File: config.mk
export PLATFORM = sky130hd
export DESIGN_NAME = batt_low_monitor
export DESIGN_NICKNAME = d
export VERILOG_FILES = /design/src/rtl/batt_low_monitor.sv
export SDC_FILE = /design/constraint.sdc
export NUM_CORES = 1
export LEC_CHECK = 0
export CORE_MARGIN = 2
export CORE_UTILIZATION = 30
export DETAILED_ROUTE_END_ITERATION = 16
export PLACE_DENSITY_LB_ADDON = 0.2
export SYNTH_ARGS = -nofsm -noshare
export SYNTH_HDL_FRONTEND = slang
export SYNTH_SLANG_ARGS = --single-unit
File: constraint.sdc
create_clock -name clk -period 5.75 [get_ports clk]
set_input_delay 0.8625 -clock clk [delete_from_list [all_inputs] [get_ports clk]]
set_output_delay 0.8625 -clock clk [all_outputs]
set_load 0.02 [all_outputs]
File: src/rtl/batt_low_monitor.sv
module batt_low_monitor #(
  parameter longint unsigned INTERVAL_CYCLES = 64'd8_640_000_000_000,
  parameter int unsigned     SETTLE_CYCLES   = 16
) (
  input  logic clk,
  input  logic rst_n,
  input  logic pwr_ok,
  input  logic chk_req,
  input  logic batt_below,
  output logic batt_low_n,
  output logic smp_req,
  output logic low_at_pwrup
);
  localparam int IW = $clog2(INTERVAL_CYCLES + 1);
  localparam int SW = $clog2(SETTLE_CYCLES + 1);

  logic          pwr_q;
  logic          kind_pwr;
  logic [SW-1:0] set_cnt;
  logic [IW-1:0] ivl_cnt;

  wire pwr_rise = pwr_ok & ~pwr_q;
  wire ivl_due  = (ivl_cnt == IW'(INTERVAL_CYCLES - 1));
  wire start    = pwr_ok & ~smp_req & (pwr_rise | ivl_due | chk_req);
  wire done     = pwr_ok & smp_req & (set_cnt == SW'(SETTLE_CYCLES - 1));

  always_ff @(posedge clk or negedge rst_n) begin
    if (!rst_n) begin
      pwr_q        <= 1'b0;
      kind_pwr     <= 1'b0;
      set_cnt      <= '0;
      ivl_cnt      <= '0;
      smp_req      <= 1'b0;
      batt_low_n   <= 1'b1;
      low_at_pwrup <= 1'b0;
    end else begin
      pwr_q <= pwr_ok;
      if (!pwr_ok) begin
        smp_req <= 1'b0;
      end else if (start) begin
        smp_req  <= 1'b1;
        set_cnt  <= '0;
        kind_pwr <= pwr_rise;
      end else if (done) begin
        smp_req    <= 1'b0;
        batt_low_n <= ~batt_below;
        if (batt_below) low_at_pwrup <= kind_pwr;
      end else if (smp_req) begin
        set_cnt <= set_cnt + 1'b1;
      end
      if (done)
        ivl_cnt <= '0;
      else if (pwr_ok && !smp_req && !start)
        ivl_cnt <= ivl_cnt + 1'b1;
    end
  end

  AST_REQ_NEEDS_PWR: assert property (@(posedge clk) disable iff (!rst_n)
    smp_req |-> $past(pwr_ok));
  AST_FLAG_HOLD_OFF: assert property (@(posedge clk) disable iff (!rst_n)
    !pwr_ok |=> $stable(batt_low_n) && $stable(low_at_pwrup));
  AST_FLAG_AT_END: assert property (@(posedge clk) disable iff (!rst_n)
    !$stable(batt_low_n) |-> $fell(smp_req));
  AST_SRC_ON_LOW: assert property (@(posedge clk) disable iff (!rst_n)
    !$stable(low_at_pwrup) |-> ($fell(smp_req) && !batt_low_n));
  AST_NO_OVERFLOW: assert property (@(posedge clk) disable iff (!rst_n)
    ivl_cnt <= IW'(INTERVAL_CYCLES - 1));
endmodule

==> impl_metrics.toml <==
[final_layout]
drive_gt1_share_pct = 9.416
layout_common_cells = "dfrtp_1, nor2_1, nand2_1, xnor2_1, a21oi_1"
antenna_cells = 0
area_delta_synth_final_pct = 9.448
layoutNonFillerInstCount = 437
final_common_cell = "dfrtp_1"
nNetsFinal = 315

[clocking]
cts_tree = "done"
cts_sinks = 53
clk-insertion-delay-late_ns = 0.31
clk_pin_slew_ns = 0.10
cts_buffers = 5
cts_hold_buf = 0
clock-root-buffer = "clkbuf_8"
h-tree-depth = 2
postCtsSetupRepairBufs = 0
cts_max_path_buffers = 2
cts_resized = 0

[power]
vdd_drop_max_uv = 137.8
seq_power_share_pct = 55.4
powerDensity_mw_per_mm2 = 232.5
p_int_mw = 0.5626
power_leakage_nw = 1.250
switching_share_pct = 23.76
pwr-share-comb_pct = 8.6
p_switching_mw = 0.1754
clkPwrFrac_pct = 36.1

[floorplan]
initial_utilization_pct = 31.09
io_pins = 8
rows = 35
die_h_um = 102.3
coreArea_mm2 = 0.009328
die_w_um = 102.3
die-area_mm2 = 0.01047

[worst_setup_path]
critPathLaunch = "pwr_ok"
worstSetupStartpointType = "input pin"
crit_required_ns = 5.99
worstPathMaxFanout = 20
r2r_cells = 5
worstSetupPathType = "in -> reg"
cp_data_arrival_time_ns = 3.62
crit_path_end_kind = "flip-flop"
crit-reg2reg-launch = "smp_req"

[synth]
yosys.area.top_type = "dfrtp_1"
syn_inst = 306
synth_top_family_by_area = "simple AND/OR/NAND/NOR gates"
yosys_warnings = 0
ys_seq_area_share_pct = 45.77
yosysTopAreaCellShare_pct = 44.87
syn_avg_cell_area_um2 = 9.478
yosys.area_share.simple_pct = 31.45
synth_cell_types = 48
ys_dominant_reg_cell = "dfrtp_1"
synth_mux_area_share_pct = 1.769
synth_compound_area_share_pct = 9.189
synth_xor_area_share_pct = 6.644
synth-edff-count = 0
synthAdderAreaFrac_pct = 1.294
async_flop_share_pct = 100.0
synth_seq_cells = 53
syn-cell-area_mm2 = 0.002900
synth_area_leaders = "dfrtp_1, xnor2_1, nor2_1"
synth_nets = 314

[sta]
slew_viol_final = 0
fin_setup_tns_ns = 0
setup_viol = 0
post-route-period-util_pct = 58.76
clock_skew_ns = 0.006809
rsz0062_at_grt = "no"
max_freq_mhz = 296.0
maxSlewHeadroom_pct = 49.77
finalHoldViolCount = 0
layout_min_cycle_time_ns = 3.378
worst-slew-pin-transition_ns = 0.7512

[placed_design]
numPortBuffers = 7
place.gp.congestion = 0.7961
dp_hpwl_mm = 3.955
placedCellCount = 429

[global_route]
grt_pass1_wl_mm = 10.60
grt_max_degree = 54
grt_overflow = 0
grt_use_total_pct = 12.77
antenna_found_initial = 0
grt_pass1_vias = 2187

[detailed_routing]
drt_iter0_drc = 125
firstDrtPassIters = 4
avgRoutedWirePerCell_um = 14.01
final_antenna_net_count = 0
finalWirelength_mm = 6.123
route.detailed.drc = 0
via_count = 2248
via_per_inst = 5.144

[worst_hold_path]
holdPathStages = 2
hp-start = "batt_low_n"
hold_class = "reg -> reg"

[run_status]
outcome = "complete, no violations"

[job]
cap_violations = 0
[Yosys cell counts, types with 6 or more instances]
cell type	instances
nand3_1	12
xnor2_1	20
nand2_1	24
nor3_1	8
and2_1	6
or3_1	14
nor4_1	11
o21ai_0	15
o31ai_1	6
nand4_1	15
clkbuf_1	8
a21oi_1	17
nor2_1	30
dfrtp_1	52
[cell type report]
| type | instances | area, um^2 |
|---|---|---|
| multi-input combinational | 233 | 1466 |
| timing repair buffer | 10 | 87.58 |
| fill | 966 | 6153 |
| inverter | 4 | 15.01 |
| clock buffer | 7 | 86.33 |
| sequential | 53 | 1328 |
| clock inverter | 1 | 30.03 |
| tap | 129 | 161.4 |
[power groups by stage]
stage                     clock network [mW]  registers [mW]  logic (mW)
after global routing                   0.292           0.413      0.0759
after floorplan                            0           0.414      0.0427
final                                  0.266           0.408      0.0632
after global placement                     0           0.415      0.0617
after CTS                              0.279           0.409      0.0651
after detailed placement                   0           0.416      0.0649
[registers in the layout (all words and copies together), names as in the netlist]
name          flops
set_cnt           5
pwr_q             1
low_at_pwrup      1
smp_req           1
batt_low_n        1
ivl_cnt          43
kind_pwr          1
[worst max-delay path: stages]
cell and delay, ns:
clkdlybuf4s50_1 0.55, and4bb_1 0.68, nand3_4 0.36, or4_4 0.61, or4_1 0.41, a21oi_1 0.14
[cells by family after synthesis]
group / Yosys count
compound gates: 46
xor+xnor: 22
fa+ha+maj: 3
buf+inv: 20
flops: 53
mux: 5
simple gates: 157
[path summary, 6_finish.rpt]
| path | end | slack [ns] |
|---|---|---|
| hold reg to reg | batt_low_n | 0.49 |
| setup / recovery | ivl_cnt[42] | 2.37 |
| setup reg to reg | ivl_cnt[42] | 2.98 |
| hold / removal | batt_low_n | 0.49 |
| max in group asynchronous | ivl_cnt[31] | 4.61 |
| min in group asynchronous | low_at_pwrup | 0.67 |
[per-stage QoR]
| stage | worst slack (ns) | util [%] | instance area, um^2 | power (mW) | hold slack, ns |
|---|---|---|---|---|---|
| 4_1_cts | 2.348 | 34.03 | 3174 | 0.7530 | 0.4914 |
| 3_3_place_gp | 2.060 | 32.78 | 3058 | 0.4771 | 0.4665 |
| 6_report | 2.372 | 34.03 | 3174 | 0.7380 | 0.4877 |
| 5_1_grt | 2.210 | 34.03 | 3174 | 0.7806 | 0.5159 |
| 2_1_floorplan | 3.340 | - | 2900 | 0.4565 | 0.4301 |
| 3_5_place_dp | 2.004 | 32.78 | 3058 | 0.4813 | 0.4673 |
[layer usage]
| metal | global-route usage, % | share of wire [%] | vias up |
|---|---|---|---|
| li1 | - | - | 1110 |
| met4 | 4.205 | 1.7 | 0 |
| met2 | 21.10 | 46 | 16 |
| met1 | 16.93 | 51 | 1115 |
| met5 | 0 | 0 | - |
| met3 | 2.394 | 1.5 | 7 |
Power figures use the tool's default switching activity.
